<file path="config.mk">
export PLATFORM = sky130hd
export DESIGN_NAME = depth_ring_ctrl
export DESIGN_NICKNAME = d
export VERILOG_FILES = /design/src/rtl/depth_ring_ctrl.sv
export SDC_FILE = /design/constraint.sdc
export NUM_CORES = 1
export LEC_CHECK = 0
export BUFFER_PORTS_ARGS = -buffer_cell sky130_fd_sc_hd__clkbuf_2
export CAP_MARGIN = 15
export CORE_MARGIN = 2
export CORE_UTILIZATION = 40
export CTS_CLUSTER_DIAMETER = 80
export CTS_CLUSTER_SIZE = 25
export DETAILED_ROUTE_END_ITERATION = 7
export GPL_ROUTABILITY_DRIVEN = 0
export GPL_TIMING_DRIVEN = 1
export PLACE_DENSITY = 0.71
export SYNTH_ARGS = -nofsm -noshare
export SYNTH_HDL_FRONTEND = slang
export SYNTH_SLANG_ARGS = --single-unit
</file>
<file path="constraint.sdc">
create_clock -name clk -period 1.2 [get_ports clk]
set_input_delay 0.24 -clock clk [delete_from_list [all_inputs] [get_ports clk]]
set_output_delay 0.24 -clock clk [all_outputs]
set_load 0.02 [all_outputs]
</file>
<file path="src/rtl/depth_ring_ctrl.sv">
module depth_ring_ctrl #(
  parameter int DEPTH = 8,
  localparam int AW = (DEPTH > 1) ? $clog2(DEPTH) : 1
) (
  input  logic          clk,
  input  logic          rst_n,
  input  logic          first_n,
  input  logic          wr_req,
  input  logic          rd_req,
  input  logic          slice_full,
  input  logic          slice_empty,
  input  logic          xin_valid,
  input  logic          xin_kind,
  output logic          wr_en,
  output logic          rd_en,
  output logic [AW-1:0] wr_addr,
  output logic [AW-1:0] rd_addr,
  output logic          wr_tok,
  output logic          rd_tok,
  output logic          xout_valid,
  output logic          xout_kind
);
  localparam logic [AW-1:0] LAST = AW'(DEPTH - 1);

  logic pend_wr, pend_rd, wr_last, rd_last, get_wr, get_rd;

  assign wr_en   = wr_req & wr_tok & ~slice_full;
  assign rd_en   = rd_req & rd_tok & ~slice_empty;
  assign wr_last = wr_en && (wr_addr == LAST);
  assign rd_last = rd_en && (rd_addr == LAST);
  assign get_wr  = xin_valid & ~xin_kind;
  assign get_rd  = xin_valid & xin_kind;

  assign xout_valid = pend_wr | pend_rd;
  assign xout_kind  = ~pend_wr;

  always_ff @(posedge clk) begin
    if (!rst_n) begin
      wr_addr <= '0;
      rd_addr <= '0;
      wr_tok  <= ~first_n;
      rd_tok  <= ~first_n;
      pend_wr <= 1'b0;
      pend_rd <= 1'b0;
    end else begin
      if (wr_en) wr_addr <= wr_last ? '0 : wr_addr + AW'(1);
      if (rd_en) rd_addr <= rd_last ? '0 : rd_addr + AW'(1);

      if (get_wr)       wr_tok <= 1'b1;
      else if (wr_last) wr_tok <= 1'b0;
      if (get_rd)       rd_tok <= 1'b1;
      else if (rd_last) rd_tok <= 1'b0;

      pend_wr <= wr_last;
      pend_rd <= rd_last | (pend_rd & pend_wr);
    end
  end
endmodule


</file>
# After elaboration in Yosys (flattened, before gate mapping)
# Index checks and enable logic that the tools add are counted.
# totals
ff_bits,10
in_bits,9
# classes
addsub,2
n_eq_ne,4
mux,8
bitwise,14
n_reduce_logical,2
# op_table
op,n
1-bit bitwise AND,7
"3-bit by 1-bit adder with 3-bit output, second input constant",2
"3-bit equality test, second input constant",2
1-bit two-way mux,6
3-bit two-way mux,2
"3-bit by 1-bit != test with 1-bit output, second input constant",2
1-bit NOT,5
1-bit logical AND,2
1-bit OR,2

# Longest topological paths before layout
# Gate-level depths: netlist (run 1).
# depth
depth_word,6
ltp_mapped,4

# Worst setup path after synthesis (run 1)
# OpenSTA, ideal clock, no wires.
# synth_timing
path_kind,register -> register
start,register wr_tok
end,"register wr_tok, enable pin"
arrival_time_ps,1130
required_time_ps,951
path_slack_ps,-179
path_stages_with_launch,4
synth_period_minus_slack_ps,1379
cell_sequence,edfxtp_1 -> and3b_1 -> buf_6 -> a221o_1
# synth_via
elab_chain_len,4
# synth_rtl
item,line_no,source
start: declaration,18,"output logic wr_tok,"
start signal: assignment,41,wr_tok <= ~first_n;
1-bit bitwise AND (2 in series),27,assign wr_en = wr_req & wr_tok & ~slice_full;
named net wr_en,14,"output logic wr_en,"
1-bit logical AND,29,assign wr_last = wr_en && (wr_addr == LAST);
3-bit by 1-bit != test with 1-bit output (no source line),-,
# The timed path passes the listed nets, and every way through them passes these cells.
# A chain may end at the register's enable or synchronous reset.

# Worst setup path in the final report (run 1)
# layout_timing
start,register wr_tok
end,output port wr_en
# layout_via
elab_chain_len,2
# layout_rtl
item,line_no
1-bit bitwise AND (2 in series),27
end: declaration,14
# No other way between the ends.

==> flow_summary.json, run 1 <==
{
  "critPathCaptureType": "primary output",
  "route.vias.total": 462,
  "holdCritPathClass": "input pin to flip-flop",
  "tritoncts": "yes",
  "design.portCount": 21,
  "drt-wirelength-per-cell_um": 10.7,
  "maxSlewHeadroom_pct": 87.0,
  "port-buffer-count": 20,
  "p_switching_mw": 0.192,
  "htreeDepth": 1,
  "cp_max_fo": 2,
  "grt_max_degree": 12,
  "proportion_of_power_drawn_by_flip_flops_and_latches_pct": 49.1,
  "fin_ws_ns": -0.0680,
  "synth_seq_cells": 10,
  "path_class": "flip-flop to primary output",
  "remaining_drc_errors": 0,
  "ff2ff_path_depth": 3,
  "die_width_um": 40.0,
  "mappedNetlistNets": 65,
  "clk_pin_slew_worst_paths_ns": 0.07,
  "grt_pass1_vias": 408,
  "rsz0062_at_grt": "true",
  "dp_cell_count": 88,
  "design.die.area_um2": 1600,
  "intPower_mw": 0.552,
  "min_period_ns": 1.27,
  "cp.arrival_ns": 1.03,
  "netSwitchingFraction_pct": 25.8,
  "synthCells": 52,
  "synth.yosys.warnings": 0,
  "hpwlAfterDp_um": 776,
  "violations": "negative setup slack",
  "critPathSlowestCell": "sky130_fd_sc_hd__edfxtp_1",
  "postLayoutCoreUtil_pct": 68.2,
  "worst_slew_pin_slew_ns": 0.194,
  "grt_pass1_wl_mm": 1.57,
  "clock_insertion_delay_worst_skew_ns": 0.28,
  "tritoncts_num_sinks": 10,
  "floorplan.rows": 12,
  "required_ns": 0.96,
  "yosys.cell_types.count": 19,
  "min_period_over_period_pct": 106,
  "finalClockSkew_ns": 0.0104,
  "number_of_nets_in_the_layout": 94,
  "whs_path_depth": 3,
  "cell_type_with_the_highest_aggregate_area_in_the_netlist": "sky130_fd_sc_hd__dfxtp_1",
  "drt_iter0_drc": 3,
  "setup-tns-final_ns": -0.211,
  "post_route_cells_drive_above_1_share_pct": 51.2,
  "detailedRoute.firstPassIterationCount": 4,
  "number_of_buffers_inserted_during_clock_tree_synthesis": 3,
  "timing.critical_path.slowest_cell_delay_ns": 0.38,
  "finalMaxSlewViolations": 0,
  "total_leakage_power_nw": 0.358,
  "flow.area_growth_from_synthesis_pct": 51.8,
  "grt_antenna_before_repair": 0,
  "drt-vias-per-instance": 4.91,
  "post_cts_hold_buffer_count": 0,
  "critPathLaunchType": "flip-flop",
  "timing.fmax_mhz": 789,
  "synth-seq-area-share_pct": 42.4,
  "cp_cell_sequence": "and3b_1, clkbuf_8",
  "coreArea_um2": 1160,
  "post-synth-top-area-fraction_pct": 30.8,
  "finalNonFillerCells": 94,
  "routed_wl_mm": 1.01,
  "combPwrFrac_pct": 17.7,
  "grtUsageTotal_pct": 15.7,
  "syn-cell-area_um2": 519,
  "die_h_um": 40.0,
  "most_area_consuming_cells_after_synthesis": "sky130_fd_sc_hd__dfxtp_1 31%, sky130_fd_sc_hd__mux2i_1 12%, sky130_fd_sc_hd__edfxtp_1 12%",
  "max-cap-violations": 0,
  "ctsLongestPathBuffers": 2,
  "power.share.clock_pct": 33.2,
  "hold_viol_final": 0,
  "ctsRootBufferMaster": "sky130_fd_sc_hd__clkbuf_4",
  "grt.overflow.total": 0,
  "antenna_violating_nets_post_route": 0,
  "mean_post_synth_cell_area_um2": 9.99,
  "setup_viol": 6,
  "power_density_nw_per_um2": 944,
  "vdd_drop_max_mv": 0.588,
  "status": "finished, violations left",
  "initial_core_util_pct": 44.9,
  "antennaDiodeCount": 0
}
==> state kept, by name, indices dropped and copies added, names as in the netlist <==
signal and flops:
rd_addr 3, wr_addr 3, pend_rd 1, pend_wr 1, rd_tok 1, wr_tok 1
==> metrics by stage <==
| stage | instance area, µm² | power, mW | setup WS [ns] | hold slack [ns] |
|---|---|---|---|---|
| after floorplan | 569 | 0.446 | -0.169 | 0.426 |
| after global placement | 703 | 0.489 | -0.0129 | 0.437 |
| after detailed placement | 703 | 0.490 | -0.0186 | 0.452 |
| after CTS | 785 | 0.753 | -0.0627 | 0.257 |
| after global routing | 788 | 0.786 | -0.0994 | 0.276 |
| final | 788 | 0.744 | -0.0680 | 0.255 |
==> final timing paths <==
kind                                         start                 end  slack, ns
worst min-delay path                        rd_req  pend_rd$_SDFF_PN0_       0.26
worst min register to register  pend_rd$_SDFF_PN0_  pend_rd$_SDFF_PN0_       0.45
worst max register to register    wr_tok$_DFFE_PP_    wr_tok$_DFFE_PP_      -0.06
worst max-delay path              wr_tok$_DFFE_PP_               wr_en      -0.07
==> cells by family after synthesis <==
family                     count (synthesis)  share of synthesized area (%)
buffers and inverters                      7                           7.71
DFF                                       10                           42.4
and+or+nand+nor                           21                           23.4
adders and majority gates                  4                           9.64
muxes                                      6                           11.6
AOI/OAI and AO/OA                          4                           5.30
==> layout by cell type, fill, tap and decap left out, types with 2 or more instances in the layout <==
master and count:
sky130_fd_sc_hd__nand3b_1 3, sky130_fd_sc_hd__mux2i_1 6, sky130_fd_sc_hd__buf_4 9, sky130_fd_sc_hd__clkbuf_4 3
sky130_fd_sc_hd__and3b_1 2, sky130_fd_sc_hd__inv_1 3, sky130_fd_sc_hd__dfxtp_2 3, sky130_fd_sc_hd__or3b_1 2
sky130_fd_sc_hd__dfxtp_4 2, sky130_fd_sc_hd__nand2_1 10, sky130_fd_sc_hd__o22ai_1 2, sky130_fd_sc_hd__clkbuf_8 2
sky130_fd_sc_hd__clkbuf_2 16, sky130_fd_sc_hd__edfxtp_1 2, sky130_fd_sc_hd__dfxtp_1 3, sky130_fd_sc_hd__ha_4 4
==> layout make-up <==
class	count	area (µm²)
clock buffers	4	26.3
inverters	3	11.3
flip-flops and latches	10	231
repair buffers	28	190
well taps	14	17.5
multi-input cells	35	312
fillers	94	368
==> what timing repair did <==
action | CTS | global route
endpoints found under the setup margin | 7 | 7
hold endpoints to repair | 0 | 0
pin swaps | 2 | 0
resized for setup | 8 | 3
buffers inserted | 2 | 0
==> metal layers <==
| layer | GRT usage, % | part of all wire, % | vias up |
|---|---|---|---|
| met5 | 0 | 0 | - |
| met4 | 7.76 | 1.8 | 0 |
| met3 | 8.33 | 8.0 | 3 |
| met2 | 25.0 | 46 | 15 |
| met1 | 16.9 | 44 | 204 |
| li1 | - | - | 240 |
==> synthesized netlist by cell type <==
cell and instances:
sky130_fd_sc_hd__inv_1 3, sky130_fd_sc_hd__mux2i_1 6, sky130_fd_sc_hd__o22ai_1 2, sky130_fd_sc_hd__and3b_1 2
sky130_fd_sc_hd__or2_2 1, sky130_fd_sc_hd__nand3b_1 3, sky130_fd_sc_hd__ha_1 4, sky130_fd_sc_hd__a21oi_1 1
sky130_fd_sc_hd__a221o_1 1, sky130_fd_sc_hd__buf_4 1, sky130_fd_sc_hd__and3_1 1, sky130_fd_sc_hd__dfxtp_1 8
sky130_fd_sc_hd__nand4b_1 1, sky130_fd_sc_hd__nand2_1 10, sky130_fd_sc_hd__edfxtp_1 2, sky130_fd_sc_hd__or3b_1 2
sky130_fd_sc_hd__nand3_1 1, sky130_fd_sc_hd__buf_6 1, sky130_fd_sc_hd__buf_2 2
==> power groups by stage <==
stage               clock network [mW]  registers [mW]  logic [mW]
floorplan                            0           0.392      0.0536
global placement                     0           0.374       0.115
detailed placement                   0           0.374       0.115
CTS                              0.256           0.366       0.130
global route                     0.273           0.368       0.145
finish                           0.247           0.365       0.132
==> worst max-delay path, delay by kind of cell, from the launching register on <==
| kind | cells | cell delay, ns |
|---|---|---|
| buffers and inverters | 1 | 0.16 |
| AND/OR/NAND/NOR | 1 | 0.21 |
| flip-flops | 1 | 0.38 |
No activity file was read; power rests on OpenSTA's default activity.
==> run 2, diff against run 1 <==
Settings changed: CELL_PAD_IN_SITES_DETAIL_PLACEMENT set to 0, CELL_PAD_IN_SITES_GLOBAL_PLACEMENT set to 1, CORE_UTILIZATION 40 to 29, PLACE_DENSITY 0.71 to not set, PLACE_DENSITY_LB_ADDON set to 0.1.
==> flow_summary.json, run 2 (synthesis gave the netlist of run 1 again) <==
{
  "min_period_ns": 1.28,
  "hpwlAfterDp_um": 879,
  "finalMaxSlewViolations": 0,
  "number_of_nets_in_the_layout": 102,
  "post_cts_hold_buffer_count": 0,
  "power_density_nw_per_um2": 870,
  "final.fill_count": 164,
  "critPathLaunchType": "flip-flop",
  "design.die.area_um2": 2150,
  "setup_viol": 5,
  "cp.arrival_ns": 1.31,
  "drt-wirelength-per-cell_um": 10.5,
  "hold_path_end": "pend_rd$_SDFF_PN0_",
  "drt-vias-per-instance": 4.47,
  "htreeDepth": 1,
  "die_h_um": 46.3,
  "netSwitchingFraction_pct": 26.4,
  "critPathSlowestCell": "sky130_fd_sc_hd__edfxtp_1",
  "status": "finished, violations left",
  "fin_ws_ns": -0.0814,
  "grtUsageTotal_pct": 12.4,
  "timing.critical_path.slowest_cell_delay_ns": 0.38,
  "die_width_um": 46.3,
  "proportion_of_power_drawn_by_flip_flops_and_latches_pct": 47.6,
  "ctsLongestPathBuffers": 2,
  "finalNonFillerCells": 113,
  "routed_wl_mm": 1.19,
  "clock_insertion_delay_worst_skew_ns": 0.26,
  "grt_pass1_wl_mm": 1.86,
  "holdCritPathClass": "input pin to flip-flop",
  "whs_path_depth": 3,
  "p_switching_mw": 0.203,
  "final_design_area_no_fill_um2": 882,
  "path_class": "flip-flop to flip-flop",
  "rsz0062_at_grt": "true",
  "timing.fmax_mhz": 780,
  "maxSlewHeadroom_pct": 88.4,
  "port-buffer-count": 20,
  "r2r_setup_slack_ns": -0.08,
  "coreArea_um2": 1710,
  "flow.area_growth_from_synthesis_pct": 69.9,
  "violations": "negative setup slack",
  "multi_input_combinational_cell_area_um2": 318,
  "hold_viol_final": 0,
  "detailedRoute.firstPassIterationCount": 4,
  "worst_r2r_startpoint": "wr_tok$_DFFE_PP_",
  "timing.hold.worst.start": "rst_n",
  "grt.overflow.total": 0,
  "initial_core_util_pct": 30.4,
  "antennaDiodeCount": 0,
  "dp_cell_count": 101,
  "path_depth": 3,
  "intPower_mw": 0.565,
  "floorplan.rows": 15,
  "critPathCaptureType": "flip-flop",
  "cp_cell_sequence": "and3b_2, buf_4, a221o_1",
  "total_leakage_power_nw": 0.403,
  "layout_common_cells": "16 x sky130_fd_sc_hd__buf_4, 15 x sky130_fd_sc_hd__clkbuf_2, 10 x sky130_fd_sc_hd__nand2_1",
  "power.total_mw": 0.767,
  "grt_antenna_before_repair": 0,
  "clk_pin_slew_worst_paths_ns": 0.07,
  "ff2ff_path_depth": 3,
  "most_frequent_standard_cell_in_the_layout_excluding_fill_and_tap_cells": "sky130_fd_sc_hd__buf_4",
  "combPwrFrac_pct": 20.7,
  "final-seq-area_um2": 233,
  "grt_max_degree": 9,
  "ctsRootBufferMaster": "sky130_fd_sc_hd__clkbuf_4",
  "vdd_drop_max_mv": 0.531,
  "largest_registers": "rd_addr x3, wr_addr x3",
  "postPlaceCellArea_um2": 732,
  "buffers_and_inverters_on_the_worst_path": 1,
  "tritoncts": "yes",
  "cp_max_fo": 3,
  "required_ns": 1.23,
  "post_route_cells_drive_above_1_share_pct": 59.1,
  "max-cap-violations": 0,
  "power.share.clock_pct": 31.7,
  "crit-reg2reg-capture": "wr_tok$_DFFE_PP_",
  "design.portCount": 21,
  "number_of_buffers_inserted_during_clock_tree_synthesis": 3,
  "critical-path-top-delay-family": "flip-flops",
  "worst_slew_pin_slew_ns": 0.174,
  "min_period_over_period_pct": 107,
  "grt_pass1_vias": 475,
  "finalClockSkew_ns": 0.00267,
  "drt_iter0_drc": 8,
  "route.vias.total": 505,
  "tritoncts_num_sinks": 10,
  "antenna_violating_nets_post_route": 0,
  "remaining_drc_errors": 0
}
run 2: changes by cell type in the layout (fill, tap and decap cells not counted), sizes merged:
cell / change
clkinv: +1
buf: +8
clkbuf: -1
run 2: stage by stage:
| stage | setup WS (ns) | hold WS [ns] | setup TNS [ns] | util [%] |
|---|---|---|---|---|
| after global placement | -0.0311 | 0.443 | -0.0377 | 42.9 |
| after CTS | -0.0852 | 0.277 | -0.317 | 50.9 |
| after global routing | -0.125 | 0.285 | -0.566 | 51.6 |
| final | -0.0814 | 0.292 | -0.233 | 51.6 |
| after detailed placement | -0.0235 | 0.447 | -0.0478 | 42.9 |
| after floorplan | -0.169 | 0.426 | -0.169 | - |
run 2: repair_timing:
action / 4_1_cts / 5_1_grt
resized for setup: 12 / 5
pin swaps: 5 / 0
buffers inserted: 8 / 0
setup endpoints to repair: 7 / 9
run 2: worst max path at each step:
| stage | from | slack [ns] | to |
|---|---|---|---|
| finish | wr_tok$_DFFE_PP_ | -0.08 | wr_tok$_DFFE_PP_ |
| global route | wr_tok$_DFFE_PP_ | -0.13 | wr_tok$_DFFE_PP_ |
| detailed placement | wr_addr[0]$_SDFFE_PN0P_ | -0.02 | wr_tok$_DFFE_PP_ |
| CTS | wr_tok$_DFFE_PP_ | -0.09 | wr_tok$_DFFE_PP_ |
| floorplan | wr_tok$_DFFE_PP_ | -0.17 | wr_tok$_DFFE_PP_ |
| global placement | wr_addr[0]$_SDFFE_PN0P_ | -0.03 | wr_tok$_DFFE_PP_ |
run 2: final cells by class:
| class | instances | share of cell area (%) |
|---|---|---|
| repair buffers | 36 | 29.8 |
| multi-input cells | 35 | 36.0 |
| flip-flops and latches | 10 | 26.4 |
| clock inverters | 1 | 0.426 |
| clock buffers | 3 | 2.55 |
| well taps | 25 | 3.55 |
| inverters | 3 | 1.28 |
run 2: per-layer routing:
metal | vias to the layer above | global-route usage [%] | part of all wire, %
met5 | - | 0 | 0
met4 | 0 | 6.86 | 1.2
met3 | 2 | 3.53 | 5.5
met2 | 15 | 19.4 | 45
met1 | 232 | 15.0 | 48
li1 | 256 | - | -
run 2: worst min-delay path: cells and delay by family:
family | cells | cell delay (ns)
buffers and inverters | 2 | 0.23
AOI/OAI and AO/OA | 1 | 0.04
run 2: power groups by stage:
stage	Sequential, mW	Combinational, mW	Clock, mW
after CTS	0.366	0.155	0.256
after global placement	0.374	0.122	0
after detailed placement	0.375	0.120	0
after global routing	0.367	0.171	0.273
after floorplan	0.392	0.0536	0
final	0.365	0.159	0.243
